File: src/rtl/eow_pkg.sv
package eow_pkg;

    typedef enum logic {
        RS_QUIET  = 1'b0,
        RS_ACTIVE = 1'b1
    } rd_state_e;

    typedef enum logic [1:0] {
        SRC_NONE   = 2'd0,
        SRC_ARRAY  = 2'd1,
        SRC_STATUS = 2'd2
    } rd_src_e;

endpackage

File: src/rtl/eow_rd_seq.sv
module eow_rd_seq
    import eow_pkg::*;
(
    input  logic clk,
    input  logic rst_n,
    input  logic rd_stb_i,
    output logic open_o,
    output logic active_o
);

    rd_state_e state_q;
    rd_state_e state_d;

    always_ff @(posedge clk or negedge rst_n) begin
        if (!rst_n) begin
            state_q <= RS_QUIET;
        end else begin
            state_q <= state_d;
        end
    end

    always_comb begin
        state_d = state_q;
        unique case (state_q)
            RS_QUIET:  if (rd_stb_i)  state_d = RS_ACTIVE;
            RS_ACTIVE: if (!rd_stb_i) state_d = RS_QUIET;
            default:                  state_d = RS_QUIET;
        endcase
    end

    always_comb begin
        open_o   = 1'b0;
        active_o = 1'b0;
        unique case (state_q)
            RS_QUIET:  open_o   = rd_stb_i;
            RS_ACTIVE: active_o = 1'b1;
            default:   open_o   = 1'b0;
        endcase
    end

    AST_SEQ_RESET: assert property (@(posedge clk)
        !rst_n |-> state_q == RS_QUIET);

endmodule

File: src/rtl/eow_tgl_reg.sv
module eow_tgl_reg #(
    parameter logic TGL_INIT = 1'b0
) (
    input  logic clk,
    input  logic rst_n,
    input  logic adv_i,
    output logic tgl_nxt_o
);

    logic tgl_q;

    always_comb begin
        tgl_nxt_o = adv_i ? ~tgl_q : tgl_q;
    end

    always_ff @(posedge clk or negedge rst_n) begin
        if (!rst_n) begin
            tgl_q <= TGL_INIT;
        end else begin
            tgl_q <= tgl_nxt_o;
        end
    end

endmodule

File: src/rtl/eow_out_mux.sv
module eow_out_mux
    import eow_pkg::*;
#(
    parameter int DATA_W = 8
) (
    input  logic              clk,
    input  logic              rst_n,
    input  logic              rd_stb_i,
    input  logic              busy_i,
    input  logic              tgl_i,
    input  logic [DATA_W-1:0] last_wr_i,
    input  logic [DATA_W-1:0] arr_rdata_i,
    output logic [DATA_W-1:0] rd_data_o
);

    localparam int FLAG_POS = DATA_W - 1;
    localparam int TGL_POS  = DATA_W - 2;

    rd_src_e           src;
    logic [DATA_W-1:0] status_w;
    logic [DATA_W-1:0] data_d;
    logic [DATA_W-1:0] data_q;

    always_comb begin
        if (!rd_stb_i)   src = SRC_NONE;
        else if (busy_i) src = SRC_STATUS;
        else             src = SRC_ARRAY;
    end

    always_comb begin
        status_w           = last_wr_i;
        status_w[FLAG_POS] = ~last_wr_i[FLAG_POS];
        status_w[TGL_POS]  = tgl_i;
    end

    always_comb begin
        unique case (src)
            SRC_ARRAY:  data_d = arr_rdata_i;
            SRC_STATUS: data_d = status_w;
            default:    data_d = '0;
        endcase
    end

    always_ff @(posedge clk or negedge rst_n) begin
        if (!rst_n) begin
            data_q <= '0;
        end else begin
            data_q <= data_d;
        end
    end

    assign rd_data_o = data_q;

endmodule

File: src/rtl/eow_status_read.sv
module eow_status_read #(
    parameter int   DATA_W   = 8,
    parameter logic TGL_INIT = 1'b0
) (
    input  logic              clk,
    input  logic              rst_n,
    input  logic              rd_stb_i,
    input  logic              busy_i,
    input  logic [DATA_W-1:0] last_wr_i,
    input  logic [DATA_W-1:0] arr_rdata_i,
    output logic [DATA_W-1:0] rd_data_o
);

    localparam int FLAG_POS = DATA_W - 1;
    localparam int TGL_POS  = DATA_W - 2;
    localparam int LOW_TOP  = DATA_W - 3;

    logic open_w;
    logic active_w;
    logic adv_w;
    logic tgl_nxt_w;

    eow_rd_seq u_seq (
        .clk      (clk),
        .rst_n    (rst_n),
        .rd_stb_i (rd_stb_i),
        .open_o   (open_w),
        .active_o (active_w)
    );

    assign adv_w = open_w & busy_i;

    eow_tgl_reg #(.TGL_INIT(TGL_INIT)) u_tgl (
        .clk       (clk),
        .rst_n     (rst_n),
        .adv_i     (adv_w),
        .tgl_nxt_o (tgl_nxt_w)
    );

    eow_out_mux #(.DATA_W(DATA_W)) u_mux (
        .clk         (clk),
        .rst_n       (rst_n),
        .rd_stb_i    (rd_stb_i),
        .busy_i      (busy_i),
        .tgl_i       (tgl_nxt_w),
        .last_wr_i   (last_wr_i),
        .arr_rdata_i (arr_rdata_i),
        .rd_data_o   (rd_data_o)
    );

    AST_QUIET_BUS: assert property (@(posedge clk) disable iff (!rst_n)
        ($past(rst_n) && !$past(rd_stb_i)) |-> rd_data_o == '0);

    AST_ARRAY_PASS: assert property (@(posedge clk) disable iff (!rst_n)
        ($past(rst_n) && $past(rd_stb_i && !busy_i)) |-> rd_data_o == $past(arr_rdata_i));

    AST_FLAG_INV: assert property (@(posedge clk) disable iff (!rst_n)
        ($past(rst_n) && $past(rd_stb_i && busy_i))
            |-> rd_data_o[FLAG_POS] == ~$past(last_wr_i[FLAG_POS]));

    AST_LOW_BITS: assert property (@(posedge clk) disable iff (!rst_n)
        ($past(rst_n) && $past(rd_stb_i && busy_i))
            |-> rd_data_o[LOW_TOP:0] == $past(last_wr_i[LOW_TOP:0]));

    AST_TGL_HELD: assert property (@(posedge clk) disable iff (!rst_n)
        ($past(rst_n) && active_w && rd_stb_i && busy_i && $past(rd_stb_i && busy_i))
            |=> rd_data_o[TGL_POS] == $past(rd_data_o[TGL_POS]));

    AST_ACTIVE_TRACK: assert property (@(posedge clk) disable iff (!rst_n)
        ($past(rst_n) && $past(rd_stb_i)) |-> active_w);

endmodule

File: config.mk
export PLATFORM = sky130hd
export DESIGN_NAME = eow_status_read
export DESIGN_NICKNAME = d
export VERILOG_FILES = /design/src/rtl/eow_pkg.sv /design/src/rtl/eow_rd_seq.sv /design/src/rtl/eow_tgl_reg.sv /design/src/rtl/eow_out_mux.sv /design/src/rtl/eow_status_read.sv
export SDC_FILE = /design/constraint.sdc
export NUM_CORES = 1
export LEC_CHECK = 0
export BUFFER_PORTS_ARGS = -buffer_cell sky130_fd_sc_hd__buf_2
export CAP_MARGIN = 10
export CELL_PAD_IN_SITES_DETAIL_PLACEMENT = 0
export CELL_PAD_IN_SITES_GLOBAL_PLACEMENT = 1
export CORE_MARGIN = 2
export CORE_UTILIZATION = 28
export CTS_CLUSTER_DIAMETER = 60
export DETAILED_ROUTE_END_ITERATION = 10
export PLACE_DENSITY = 0.78
export REMOVE_ABC_BUFFERS = 1
export SLEW_MARGIN = 20
export SYNTH_ARGS = -nofsm -noshare
export SYNTH_HDL_FRONTEND = slang
export SYNTH_SLANG_ARGS = --single-unit
export TNS_END_PERCENT = 50
File: constraint.sdc
create_clock -name clk -period 1 [get_ports clk]
set_clock_uncertainty 0.15 [all_clocks]
set_input_delay 0.2 -clock clk [delete_from_list [all_inputs] [get_ports clk]]
set_output_delay 0.2 -clock clk [all_outputs]
set_load 0.05 [all_outputs]
# Yosys cells after proc, flatten, opt, wreduce, memory -nomap -nowiden
# Index checks and enable logic that the tools add are counted.
# Widths: inputs -> output; s select.
[word_totals]
out_inout_bits = 8
latchBits = 0
romBits = 0
n_memories = 0
ram_bits = 0
reg_bits = 10
wordCells = 14
in_bits = 20
[op_classes]
mul = 0
magnitude_cmp = 0
div_mod_pow = 0
n_addsub = 0
n_eq_ne = 2
n_bitwise = 3
reduce_logical = 0
muxes = 6
shifts = 0
[op_table]
columns = ["op", "count"]
rows = [
  ["$pmux 8 s2", 1],
  ["$mux 2", 2],
  ["$mux 1", 3],
  ["$eq 2x1->1 const B", 1],
  ["$eq 2x2->1 const B", 1],
  ["$not 1->1", 2],
  ["$and 1x1->1", 1],
]

# Longest topological paths before layout
# Gate-level depths: netlist of the first run.
[logic_depth]
ltp_word = 4
mapped_depth = 3

# By module
# A second synthesis of the first run with hierarchy kept.
[hier_totals]
hier_cells = 31
area_unflattened_um2 = 435.4
[by_module_without_submodules]
columns = ["module", "cells_each", "instances", "area_each_um2"]
rows = [
  ["eow_out_mux", 26, 1, 356.6],
  ["eow_rd_seq", 2, 1, 38.8],
  ["eow_tgl_reg", 2, 1, 33.8],
  ["eow_status_read", 1, 1, 6.3],
]

# Worst setup path before layout of the first run
# Ideal clock, no wire load.
[synth_path]
path_kind = "reg-to-output"
startpoint = "register u_mux.data_q[0] (netlist: u_mux.rd_data_o[0])"
endpoint = "output rd_data_o[0]"
arrival_time_ps = 586
path_slack_ps = 64
t_required_ps = 650
path_stages_with_launch = 1
path_buffers = 0
cell_sequence = "dfrtp_1"
[synth_rtl]
columns = ["element", "line_no", "rtl"]
rows = [
  ["start: declaration", "eow_out_mux.sv:22", "logic [DATA_W-1:0] data_q;"],
  ["start signal: assignment", "eow_out_mux.sv:48", "data_q <= data_d;"],
  ["end: declaration", "eow_status_read.sv:11", "output logic [DATA_W-1:0] rd_data_o"],
]
# No word-level cell between the ends.

# Final worst setup path of the first run
[layout_path]
startpoint = "register u_mux.data_q[2] (netlist: u_mux.rd_data_o[2])"
endpoint = "output rd_data_o[2]"
# No word-level cell between the ends.

==> qor.txt, run 1 <==
failing checks -> setup timing
ANT nets after route -> 0
core area -> 0.00147 mm²
# Max-Cap Violations -> 0
share of the synthesized area in the top cell type -> 58.7%
delay-heaviest family, CP -> flip-flops
DP Cell Count -> 73
DR iter-0 viols -> 0
final core occ -> 45.3%
clock slew at reported path FFs -> 0.07 ns
DP Area -> 561 µm²
CTS tree -> yes
hold depth -> 3
yosys warns -> 0
H-tree depth -> 1
NumNets Final -> 84
multi-input logic area -> 160 µm²
cell area after layout -> 667 µm²
Fin. Hold Viols -> 0
post-CTS setup buffer count -> 0
setup_tns -> -1.08 ns
Worst setup EP type -> primary output
Routability Congestion -> 0.654
largest area contributor in the netlist -> dfrtp_1
vias -> 342
WP data required -> 0.65 ns
Die W -> 43.0 µm
n_diodes -> 0
slack of the critical path -> -0.148 ns
total CTS buffers -> 3
die height -> 43.0 µm
crit path cell chain -> buf_6
static leakage -> 0.000346 µW
R2R cell count -> 2
global-route wire length before repair -> 1.52 mm
critical setup path kind -> flip-flop to primary output
Syn-to-layout area delta -> 56.3%
RSZ-0062 raised after global routing -> true
Crit path buffers/inverters -> 1
Slew @ Worst Pin -> 0.256 ns
grt ovf -> 0
most frequent cells in the layout -> buf_2, dfrtp_1, buf_6
CP max stage delay -> 0.38 ns
Clock Tree Buf Depth -> 2
vias per inst -> 4.33
Tot GR Track Use -> 11.9%
Max Freq -> 871 MHz
Distinct cells, synth -> 13
min Tclk post-route -> 1.15 ns
Yosys reg bits -> 10
total number of cells along the worst setup path -> 1
clk root buf -> clkbuf_4
crit path launch type -> flip-flop
Port Buffers -> 26
Clk Latency, worst-skew pair -> 0.26 ns
leading cell type in the layout, fill and taps excluded -> buf_2
FF/Latch Area -> 250 µm²
Tot Pwr -> 1110 µW
wire per inst -> 10.8 µm
outcome -> complete, but fails checks
starting density of the core -> 29.0%
vias in the first global route -> 334
period utilization -> 115%
syn avg cell area -> 12.9 µm²
Std-Cell Rows -> 14
Slew Limit Fails -> 0
Fillers -> 145
WL final -> 854 µm
Final Setup Violations -> 8
Worst VDD drop -> 411 µV
crit-path max FO -> 1
Post-Layout Cell Count -> 79
largest net degree at the start of global routing -> 12
Top Ports -> 28
drt first pass iters -> 1
Mapped Cells -> 33
slowest cell on the critical path -> dfrtp_1
hold crit path type -> input pin to flip-flop
Slew HR -> 82.9%
share of layout cells above drive strength 1 -> 47.6%
Worst Path Arrival -> 0.80 ns
Mapped Area -> 427 µm²
post-synthesis sequential area ratio -> 58.7%
post-route DRC violation count -> 0
initial antenna violation count -> 0
Area contributors post-synth -> dfrtp_1, mux2i_1, nor2b_1, nand3b_1, buf_6
power per standard cell area -> 1670 mW/mm²
clock sinks -> 10
Die ar. -> 0.00185 mm²
## layout make-up
type / count / share of cell area [%]
sequential: 10 / 37.5
timing repair buffer: 28 / 30.0
multi-input combinational: 21 / 24.0
clock buffer: 4 / 5.44
tap: 16 / 3.00
## synth_stat cells (all sizes together)
library cell and instances:
dfrtp 10, mux2i 6, nor2b 6, nand3b 2
a21boi 1, buf 1, clkbuf 1, nand2 1
nand2b 1, o21ai 1, or2b 1, xnor2 1
xor2 1
## layer usage
layer	global-route usage, %	up-vias	routed length (µm)
li1	-	166	-
met1	13.3	155	336
met2	17.6	19	407
met3	5.11	2	105
met4	9.09	0	4
met5	0	-	0
## kinds of logic after synthesis
family                    count (synthesis)  share of synthesized area, %
and+or+nand+nor                          11                          16.4
DFF                                      10                          58.7
muxes                                     6                          14.1
AOI/OAI and AO/OA                         2                          2.93
xor gates and xnor gates                  2                          4.11
buffers and inverters                     2                          3.81
## where the power goes
group,switching (µW),internal [µW],leakage [µW]
logic,153,125,0.000199
registers,30.7,453,0.000127
clock network,133,221,0.0000210
total,317,798,0.000346
## final timing paths
path                                    start                 end  slack (ns)
min reg2reg                       u_tgl.tgl_q         u_tgl.tgl_q        0.36
min in group asynchronous               rst_n  u_mux.rd_data_o[6]        0.17
max reg2reg                     u_seq.state_q         u_tgl.tgl_q        0.03
max                        u_mux.rd_data_o[2]        rd_data_o[2]       -0.15
max in group asynchronous               rst_n  u_mux.rd_data_o[4]        0.33
min                            arr_rdata_i[6]  u_mux.rd_data_o[6]        0.02
## state kept, by name, summed over array words and instances (netlist names)
| register | cells |
|---|---|
| u_mux.rd_data_o | 8 |
| u_seq.state_q | 1 |
| u_tgl.tgl_q | 1 |
## through the flow
stage                     hold WS (ns)  setup slack, ns
final                           0.0222           -0.148
after global routing            0.0358           -0.189
after CTS                       0.0162           -0.173
after detailed placement       -0.0808          -0.0455
after global placement         -0.0847          -0.0355
after floorplan                 -0.246           0.0641
## what timing repair did
item	4_1_cts	5_1_grt
resized for setup	16	0
hold buffers	2	0
setup endpoints to repair	8	9
endpoints found under the hold margin	11	0
No activity file was read; power rests on OpenSTA's default activity.
==> run 2: changes to the inputs <==
Clock period 1 ns to 1.32 ns, I/O delays scaled along.
==> qor.txt, run 2 (synthesized netlist as in run 1, its figures left out) <==
R2R cell count -> 2 (unchanged)
Routability Congestion -> 0.648 (was 0.654)
DR iter-0 viols -> 0 (unchanged)
NumNets Final -> 83 (was 84)
slowest cell on the critical path -> dfrtp_1 (unchanged)
period utilization -> 95.9%
Max Freq -> 790 MHz
Syn-to-layout area delta -> 42.2% (was 56.3%)
setup_tns -> 0 ns (was -1.08 ns)
CP max stage delay -> 0.33 ns (was 0.38 ns)
Crit path buffers/inverters -> 1 (unchanged)
critical setup path kind -> flip-flop to primary output (unchanged)
die height -> 43.0 µm (unchanged)
Hold Path Sink -> u_seq.state_q (was u_mux.rd_data_o[6])
Std-Cell Rows -> 14 (unchanged)
hold_sp -> rd_stb_i (was arr_rdata_i[6])
vias in the first global route -> 317 (was 334)
Clock Tree Buf Depth -> 2 (unchanged)
starting density of the core -> 29.0% (unchanged)
initial antenna violation count -> 0 (unchanged)
n_diodes -> 0 (unchanged)
delay-heaviest family, CP -> flip-flops (unchanged)
Slew @ Worst Pin -> 0.247 ns (was 0.256 ns)
crit path cell chain -> buf_2 (was buf_6)
clock sinks -> 10 (unchanged)
share of layout cells above drive strength 1 -> 48.4% (was 47.6%)
Post-Layout Cell Count -> 78 (was 79)
crit path launch type -> flip-flop (unchanged)
Worst setup EP type -> primary output (unchanged)
post-route DRC violation count -> 0 (unchanged)
hold crit path type -> input pin to flip-flop (unchanged)
ANT nets after route -> 0 (unchanged)
DP Cell Count -> 73 (unchanged)
crit-path max FO -> 1 (unchanged)
CTS tree -> yes (unchanged)
cell area after layout -> 607 µm² (was 667 µm²)
H-tree depth -> 1 (unchanged)
hold depth -> 1 (was 3)
Worst Path Arrival -> 0.85 ns (was 0.80 ns)
clk root buf -> clkbuf_4 (unchanged)
largest net degree at the start of global routing -> 12 (unchanged)
final core occ -> 41.2% (was 45.3%)
Slew Limit Fails -> 0 (unchanged)
post-CTS setup buffer count -> 0 (unchanged)
max FFs per register -> 8 (unchanged)
leading cell type in the layout, fill and taps excluded -> buf_2 (unchanged)
R2R setup slack -> 0.37 ns (was 0.03 ns)
WP data required -> 0.91 ns (was 0.65 ns)
# Max-Cap Violations -> 0 (unchanged)
RSZ-0062 raised after global routing -> false (was true)
grt ovf -> 0 (unchanged)
wire per inst -> 10.4 µm (was 10.8 µm)
clock slew at reported path FFs -> 0.07 ns (about the same)
Port Buffers -> 26 (unchanged)
min Tclk post-route -> 1.27 ns
Fin. Hold Viols -> 0 (unchanged)
power per standard cell area -> 1350 mW/mm² (was 1670 mW/mm²)
total CTS buffers -> 3 (unchanged)
vias -> 348 (was 342)
most frequent cells in the layout -> buf_2, dfrtp_1, mux2i_1, nor2b_1, clkbuf_4 (was buf_2, dfrtp_1, buf_6)
drt first pass iters -> 1 (unchanged)
total number of cells along the worst setup path -> 1 (unchanged)
worst reg2reg startpoint -> u_seq.state_q (unchanged)
global-route wire length before repair -> 1.40 mm (was 1.52 mm)
Die W -> 43.0 µm (unchanged)
Worst VDD drop -> 390 µV (was 411 µV)
core area -> 0.00147 mm² (unchanged)
Clk Latency, worst-skew pair -> 0.26 ns (about the same)
vias per inst -> 4.46 (was 4.33)
outcome -> finished clean (was complete, but fails checks)
static leakage -> 0.000332 µW (was 0.000346 µW)
Tot Pwr -> 818 µW (was 1110 µW)
FF-to-FF End -> u_tgl.tgl_q (unchanged)
Top Ports -> 28 (unchanged)
Tot GR Track Use -> 11.0% (was 11.9%)
Slew HR -> 83.5% (was 82.9%)
DP Area -> 561 µm² (unchanged)
WL final -> 812 µm (was 854 µm)
Final Setup Violations -> 0 (was 8)
Die ar. -> 0.00185 mm² (unchanged)
[run 2: changes by cell type in the layout (fill, tap and decap cells not counted), sizes merged]
cell         before  now
dlygate4sd3       2    1
[run 2: cell type report]
type	instances	area, µm²
sequential	10	250
clock buffer	4	36.3
fill	151	865
timing repair buffer	27	140
tap	16	20.0
multi-input combinational	21	160
[run 2: stage by stage]
step / setup WS (ns) / hold slack (ns)
3_5_place_dp: 0.198 / -0.0154
6_report: 0.0542 / 0.0667
5_1_grt: 0.0219 / 0.0692
4_1_cts: 0.0383 / 0.0616
3_3_place_gp: 0.215 / -0.0207
2_1_floorplan: 0.320 / -0.182
[run 2: per-layer routing]
layer | up-vias | global-route usage (%) | wire (µm)
li1 | 167 | - | -
met1 | 155 | 12.1 | 327
met2 | 22 | 16.4 | 355
met3 | 4 | 4.26 | 108
met4 | 0 | 9.09 | 21
met5 | - | 0 | 0
[run 2: worst max path at each step]
stage	startpoint	endpoint	slack, ns
4_1_cts	u_mux.rd_data_o[4]	rd_data_o[4]	0.04
5_1_grt	u_mux.rd_data_o[4]	rd_data_o[4]	0.02
3_3_place_gp	busy_i	u_mux.rd_data_o[7]	0.21
2_1_floorplan	u_mux.rd_data_o[0]	rd_data_o[0]	0.32
6_report	u_mux.rd_data_o[4]	rd_data_o[4]	0.05
3_5_place_dp	busy_i	u_mux.rd_data_o[7]	0.20
[run 2: repair_timing]
action / 4_1_cts / 5_1_grt
endpoints found under the hold margin: 10 / 0
hold buffers: 1 / 0
resized for setup: 0 / 0
[run 2: report_power, final]
part / internal, µW / switching, µW / leakage (µW)
clock: 167 / 105 / 0.0000210
combinational: 69.0 / 114 / 0.000184
sequential: 342 / 19.3 / 0.000127
